`src/rtl/m2m_dma_pkg.sv`:
```
package m2m_dma_pkg;
    typedef enum logic [3:0] {
        ST_IDLE,
        ST_RD1,
        ST_RD2,
        ST_RD3,
        ST_RD4,
        ST_WR1,
        ST_WR2,
        ST_WR3,
        ST_WR4
    } seq_state_t;
endpackage

```
`src/rtl/m2m_addr_select.sv`:
```
module m2m_addr_select #(
    parameter int NUM_CH = 4,
    parameter int AW     = 16,
    parameter int CW     = 8,
    localparam int CHW   = (NUM_CH > 1) ? $clog2(NUM_CH) : 1
) (
    input  logic                 legacy_mode,
    input  logic [CHW-1:0]       svc_chan,
    input  logic [NUM_CH*AW-1:0] ch_base_addr,
    input  logic [NUM_CH*AW-1:0] ch_dst_addr,
    input  logic [NUM_CH*CW-1:0] ch_count,
    output logic [AW-1:0]        sel_rd,
    output logic [AW-1:0]        sel_wr,
    output logic [CW-1:0]        sel_cnt
);
    // Legacy sourcing: channel 0 feeds the read side, channel 1 the write side.
    always_comb begin
        if (legacy_mode) begin
            sel_rd  = ch_base_addr[0 +: AW];
            sel_wr  = ch_base_addr[AW +: AW];
            sel_cnt = ch_count[0 +: CW];
        end else begin
            sel_rd  = ch_base_addr[svc_chan*AW +: AW];
            sel_wr  = ch_dst_addr[svc_chan*AW +: AW];
            sel_cnt = ch_count[svc_chan*CW +: CW];
        end
    end
endmodule

```
`src/rtl/m2m_work_regs.sv`:
```
module m2m_work_regs #(
    parameter int AW = 16,
    parameter int CW = 8
) (
    input  logic          clk,
    input  logic          rst_n,
    input  logic          load,
    input  logic          step,
    input  logic [AW-1:0] ld_rd,
    input  logic [AW-1:0] ld_wr,
    input  logic [CW-1:0] ld_cnt,
    output logic [AW-1:0] rd_ptr,
    output logic [AW-1:0] wr_ptr,
    output logic          cnt_zero
);
    logic [CW-1:0] cnt_q;

    always_ff @(posedge clk or negedge rst_n) begin
        if (!rst_n) begin
            rd_ptr <= '0;
            wr_ptr <= '0;
            cnt_q  <= '0;
        end else if (load) begin
            rd_ptr <= ld_rd;
            wr_ptr <= ld_wr;
            cnt_q  <= ld_cnt;
        end else if (step) begin
            rd_ptr <= rd_ptr + AW'(1);
            wr_ptr <= wr_ptr + AW'(1);
            cnt_q  <= cnt_q - CW'(1);
        end
    end

    // Decrementing from zero would underflow: this is the last word.
    assign cnt_zero = (cnt_q == '0);
endmodule

```
`src/rtl/m2m_dma_seq.sv`:
```
module m2m_dma_seq
    import m2m_dma_pkg::*;
#(
    parameter int NUM_CH = 4,
    parameter int AW     = 16,
    parameter int DW     = 8,
    parameter int CW     = 8,
    localparam int CHW   = (NUM_CH > 1) ? $clog2(NUM_CH) : 1
) (
    input  logic                 clk,
    input  logic                 rst_n,
    input  logic                 start,
    input  logic                 legacy_mode,
    input  logic [CHW-1:0]       svc_chan,
    input  logic [NUM_CH*AW-1:0] ch_base_addr,
    input  logic [NUM_CH*AW-1:0] ch_dst_addr,
    input  logic [NUM_CH*CW-1:0] ch_count,
    input  logic                 ready,
    input  logic                 eop_n,
    input  logic [DW-1:0]        data_in,
    output logic                 mem_rd_n,
    output logic                 mem_wr_n,
    output logic [AW-1:0]        addr_out,
    output logic                 addr_oe,
    output logic [DW-1:0]        data_out,
    output logic                 data_oe,
    output logic                 done,
    output logic                 tc
);
    seq_state_t    state, state_nx;
    logic [AW-1:0] sel_rd, sel_wr, rd_ptr, wr_ptr;
    logic [CW-1:0] sel_cnt;
    logic          cnt_zero, load, step, finish, eop_seen;
    logic [DW-1:0] hold_q;

    m2m_addr_select #(.NUM_CH(NUM_CH), .AW(AW), .CW(CW)) u_sel (
        .legacy_mode (legacy_mode),
        .svc_chan    (svc_chan),
        .ch_base_addr(ch_base_addr),
        .ch_dst_addr (ch_dst_addr),
        .ch_count    (ch_count),
        .sel_rd      (sel_rd),
        .sel_wr      (sel_wr),
        .sel_cnt     (sel_cnt)
    );

    m2m_work_regs #(.AW(AW), .CW(CW)) u_regs (
        .clk     (clk),
        .rst_n   (rst_n),
        .load    (load),
        .step    (step),
        .ld_rd   (sel_rd),
        .ld_wr   (sel_wr),
        .ld_cnt  (sel_cnt),
        .rd_ptr  (rd_ptr),
        .wr_ptr  (wr_ptr),
        .cnt_zero(cnt_zero)
    );

    assign load   = (state == ST_IDLE) && start;
    assign step   = (state == ST_WR4);
    assign finish = cnt_zero || eop_seen || !eop_n;

    // Next-state logic
    always_comb begin
        state_nx = state;
        unique case (state)
            ST_IDLE: if (start) state_nx = ST_RD1;
            ST_RD1:  state_nx = ST_RD2;
            ST_RD2:  state_nx = ST_RD3;
            ST_RD3:  if (!ready) state_nx = ST_RD4;
            ST_RD4:  state_nx = ST_WR1;
            ST_WR1:  state_nx = ST_WR2;
            ST_WR2:  state_nx = ST_WR3;
            ST_WR3:  if (!ready) state_nx = ST_WR4;
            ST_WR4:  state_nx = finish ? ST_IDLE : ST_RD1;
            default: state_nx = ST_IDLE;
        endcase
    end

    // State register and sequencing side registers
    always_ff @(posedge clk or negedge rst_n) begin
        if (!rst_n) begin
            state    <= ST_IDLE;
            eop_seen <= 1'b0;
            hold_q   <= '0;
            done     <= 1'b0;
            tc       <= 1'b0;
        end else begin
            state <= state_nx;
            if (load)
                eop_seen <= 1'b0;
            else if (state != ST_IDLE && !eop_n)
                eop_seen <= 1'b1;
            if (state == ST_RD4)
                hold_q <= data_in;
            done <= step && finish;
            tc   <= step && cnt_zero;
        end
    end

    // Output decode
    always_comb begin
        mem_rd_n = 1'b1;
        mem_wr_n = 1'b1;
        addr_oe  = 1'b1;
        data_oe  = 1'b0;
        addr_out = rd_ptr;
        unique case (state)
            ST_IDLE: begin addr_oe = 1'b0; addr_out = '0; end
            ST_RD1, ST_RD4: ;
            ST_RD2, ST_RD3: mem_rd_n = 1'b0;
            ST_WR1:  addr_out = wr_ptr;
            ST_WR2, ST_WR4: begin addr_out = wr_ptr; data_oe = 1'b1; end
            ST_WR3:  begin addr_out = wr_ptr; data_oe = 1'b1; mem_wr_n = 1'b0; end
            default: begin addr_oe = 1'b0; addr_out = '0; end
        endcase
    end

    assign data_out = hold_q;

    // Assertions
    assert_strobe_excl_R8: assert property (@(posedge clk) disable iff (!rst_n)
        !(!mem_rd_n && !mem_wr_n));
    assert_data_oe_rd_R7: assert property (@(posedge clk) disable iff (!rst_n)
        data_oe |-> mem_rd_n);
    assert_addr_oe_R7: assert property (@(posedge clk) disable iff (!rst_n)
        !addr_oe |-> (mem_rd_n && mem_wr_n && !data_oe));
    assert_wr_strobe_data_R6: assert property (@(posedge clk) disable iff (!rst_n)
        !mem_wr_n |-> data_oe);
    assert_rd_hold_R4: assert property (@(posedge clk) disable iff (!rst_n)
        (state == ST_RD3 && ready) |=> (state == ST_RD3 && !mem_rd_n));
    assert_wr_order_R6: assert property (@(posedge clk) disable iff (!rst_n)
        $fell(mem_wr_n) |-> ($past(state) == ST_WR2));
    assert_done_pulse_R10: assert property (@(posedge clk) disable iff (!rst_n)
        done |=> !done);
    assert_tc_done_R10: assert property (@(posedge clk) disable iff (!rst_n)
        tc |-> (done && !addr_oe));
    assert_start_busy_R12: assert property (@(posedge clk) disable iff (!rst_n)
        (state == ST_RD2) |=> (state == ST_RD3));
endmodule

```
`config.mk`:
```
export PLATFORM = sky130hd
export DESIGN_NAME = m2m_dma_seq
export DESIGN_NICKNAME = d
export VERILOG_FILES = /design/src/rtl/m2m_dma_pkg.sv /design/src/rtl/m2m_addr_select.sv /design/src/rtl/m2m_work_regs.sv /design/src/rtl/m2m_dma_seq.sv
export SDC_FILE = /design/constraint.sdc
export NUM_CORES = 1
export LEC_CHECK = 0
export CORE_MARGIN = 4
export CORE_UTILIZATION = 39
export DETAILED_ROUTE_END_ITERATION = 10
export PLACE_DENSITY = 0.79
export SYNTH_ARGS = -nofsm -noshare
export SYNTH_HDL_FRONTEND = slang
export SYNTH_SLANG_ARGS = --single-unit
export TNS_END_PERCENT = 50
```
`constraint.sdc`:
```
create_clock -name clk -period 2.4 [get_ports clk]
set_input_delay 0.72 -clock clk [delete_from_list [all_inputs] [get_ports clk]]
set_output_delay 0.72 -clock clk [all_outputs]
set_load 0.02 [all_outputs]
```
==> run_results.csv <==
group,metric,value,unit
run_status,status,"finished, violations left",
run_status,violations_in_the_final_reports,"setup timing",
logic_synthesis,area_share_of_the_leading_cell_type_in_the_synthesized_netlist,0.2905,
timing,timing.fmax,382.5,MHz
placed_design,detailed_place.area,7362,µm²
logic_synthesis,post_synth_most_frequent_cells,"dfrtp_1, nand2_1, a21oi_1",
clock_network,cts_tree,"done",
power,vdd_drop_max,0.0003874,V
clock_network,cts_htree_levels,2,
routing,wirelength,19.53,mm
clock_network,total_clock_buffers_created_by_cts,5,
logic_synthesis,synth_edf_count,0,
setup_path,reg2regPathDepth,7,
die,dieArea,13970,µm²
power,p_total,6.498,mW
global_routing,first_global_vias,5617,
layout,layout-drive-gt1-share,0.1951,
clock_network,ctsRootBufferMaster,"clkbuf_16",
timing,slew_headroom,0.5620,
min_path,hp-class,"input pin to async pin",
layout,num-nets-final,953,
die,initial_core_util,0.4062,
routing,detailroute.via_count,5583,
logic_synthesis,synthesized_instance_count,535,
logic_synthesis,postSynth.topFlopCell,"dfrtp_1",
logic_synthesis,synth-warning-count,0,
setup_path,timing.critical_path.required,1680,ps
routing,detailedRoute.firstPassIterationCount,5,
routing,wl_per_cell,21.29,µm
setup_path,path_class,"register to primary output",
setup_path,crit_arrival,1890,ps
routing,drt_drc_violations_left,0,
timing,finClkSkew,10.91,ps
layout,n_diodes,0,
placed_design,finalWeightedCongestion,0.9403,
die,die_w,118.2,µm
global_routing,antenna_violations_before_repair,0,
layout,post_route_cell_area,7604,µm²
timing,slew_limit_fails,0,
timing,final.min_clock_period,2614,ps
logic_synthesis,postSynthRegisterBits,55,
placed_design,dp_hpwl,15.88,mm
logic_synthesis,synth-async-reset-ratio,1.000,
routing,viasPerCell,6.088,
timing,finalWorstSetupSlack,-214.3,ps
die,placement_rows,39,
routing,drtAntennaViolNets,0,
placed_design,placement.io_buffers,205,
layout,synthToLayoutAreaGrowth,60.51,%
setup_path,endpoint_kind,"primary output",
placed_design,place_worst_setup_slack,-308.5,ps
routing,detailedRoute.firstIterationViolations,582,
timing,hold_violations,0,
die,placeableCoreArea,11660,µm²
timing,fin_tns_setup,-3082,ps
logic_synthesis,synth.most_common_cell,"dfrtp_1",
global_routing,grt_first_pass_wirelength,30.24,mm
timing,report.final.setup_viol,17,
clock_network,clock-sinks,55,
setup_path,crit_start_category,"register",
logic_synthesis,post_synth_instance_area,4737,µm²
logic_synthesis,yosys-top-cells-area,"dfrtp_1, mux4_2, mux2i_1, a21oi_1, mux2_2",
setup_path,cp_max_fo,8,
logic_synthesis,syn-num-nets,715,
timing,worst_tran_pin_value,655.7,ps
logic_synthesis,synth.lib_cells_used.distinct,72,
global_routing,grt_overflow_total,0,
timing,timing.hold.ws,417.2,ps
clock_network,post_cts_hold_buffer_count,0,
logic_synthesis,synth_largest_area_cell,"dfrtp_1",
global_routing,groute.usage.overall,0.2682,
run,timing.max_cap.violations,0,
clock_network,insertion_delay,300,ps
global_routing,maximum_number_of_pins_on_one_net_before_global_route_repair,56,
power,power_density,854.6,nW/µm²
die,num_io_pins,206,
clock_network,worst_setup_hold_path_clk_slew,70,ps
timing,unrepaired_setup_endpoints_after_global_routing,"true",
clock_network,ctsLongestPathBuffers,2,
logic_synthesis,seq_area_frac_synth,0.2905,
power,leakage,3.071,nW
timing,post-route-period-util,1.089,
logic_synthesis,post_synth.cell_area_avg,8.854,µm²
die,die_height,118.2,µm
path summary, 6_finish.rpt:
path / slack (ps) / end / start
worst max-delay path: -210 / addr_out[3] / state[0]$_DFFE_PN0P_
worst min-delay path: 420 / u_regs.wr_ptr[6]$_DFFE_PN0P_ / rst_n
worst max register to register: 140 / u_regs.wr_ptr[8]$_DFFE_PN0P_ / state[0]$_DFFE_PN0P_
worst min register to register: 510 / data_out[5]$_DFFE_PN0P_ / data_out[5]$_DFFE_PN0P_
max in group asynchronous: 1730 / u_regs.rd_ptr[11]$_DFFE_PN0P_ / rst_n
min in group clk: 510 / data_out[5]$_DFFE_PN0P_ / data_out[5]$_DFFE_PN0P_
cell families (layout without fill, tap and decap cells):
kind of cell | Yosys count | after routing | synth area share
AOI/OAI and AO/OA | 169 | 169 | 0.2578
xor gates and xnor gates | 4 | 4 | 0.007397
adders and majority gates | 4 | 4 | 0.01057
buffers and inverters | 63 | 302 | 0.06207
DFF | 55 | 55 | 0.2905
muxes | 52 | 52 | 0.1564
and+or+nand+nor | 188 | 188 | 0.2153
final cells by class:
cell class | instances | area, µm²
inverters | 20 | 75.07
clock buffers | 5 | 125.1
well taps | 143 | 178.9
fillers | 983 | 4059
clock inverters | 3 | 18.77
repair buffers | 274 | 2740
flip-flops and latches | 55 | 1376
multi-input cells | 417 | 3089
layout by cell type (no fill, tap or decap), types with 4 or more instances in the layout:
cell and n:
clkdlybuf4s50_1 182, buf_4 56, dfrtp_1 55, nand2_1 44
a21oi_1 36, nand3_1 26, nor2_1 25, inv_1 20
mux2i_1 20, buf_6 19, o21ai_0 18, a22o_1 17
nor3_1 16, mux2_2 16, mux4_2 16, nand2b_1 12
nor2b_1 12, o211ai_1 12, nand4_1 11, buf_12 11
a22oi_1 10, o221ai_1 10, a211oi_1 10, a2bb2oi_1 7
and4_1 6, a31oi_1 6, nor4_1 5, clkbuf_16 5
nor3b_1 4, and3_1 4, o21bai_1 4, o211a_1 4
ha_1 4
registers in the layout (all words and copies together) (netlist names):
signal	flops
eop_seen	1
data_out	8
state	4
u_regs.cnt_q	8
u_regs.wr_ptr	16
tc	1
u_regs.rd_ptr	16
done	1
stage by stage:
stage               utilization  std cells
floorplan                     -        535
global placement         0.6313        907
detailed placement       0.6313        907
finish                   0.6520        917
CTS                      0.6503        916
global route             0.6520        917
critical path: stages, from the launching register on:
cell and delay [ps]:
dfrtp_1 400, buf_6 130, or3_4 400, nand2_4 80, nor2_4 60, buf_12 140, a22o_1 250, buf_6 140
what timing repair did:
action / in CTS / in global routing
gates resized for setup: 117 / 5
endpoints found under the hold margin: 0 / 0
buffers inserted: 0 / 1
pin swaps: 18 / 6
gates cloned: 1 / 0
setup endpoints to repair: 19 / 20
power by group:
group / internal, mW / switching, mW / total (mW) / leakage, nW
combinational: 2.10 / 1.97 / 4.07 / 2.35
sequential: 1.28 / 0.401 / 1.68 / 0.645
clock: 0.388 / 0.359 / 0.747 / 0.0740
total: 3.77 / 2.73 / 6.50 / 3.07
routing by layer:
layer	wire (µm)	up-vias	GRT usage
met2	9250	365	0.4509
met3	2236	36	0.07880
met5	0	-	0
met4	416	0	0.05861
met1	7623	2643	0.3430
li1	-	2539	-
Note: power is estimated with default switching activity, not from simulation.
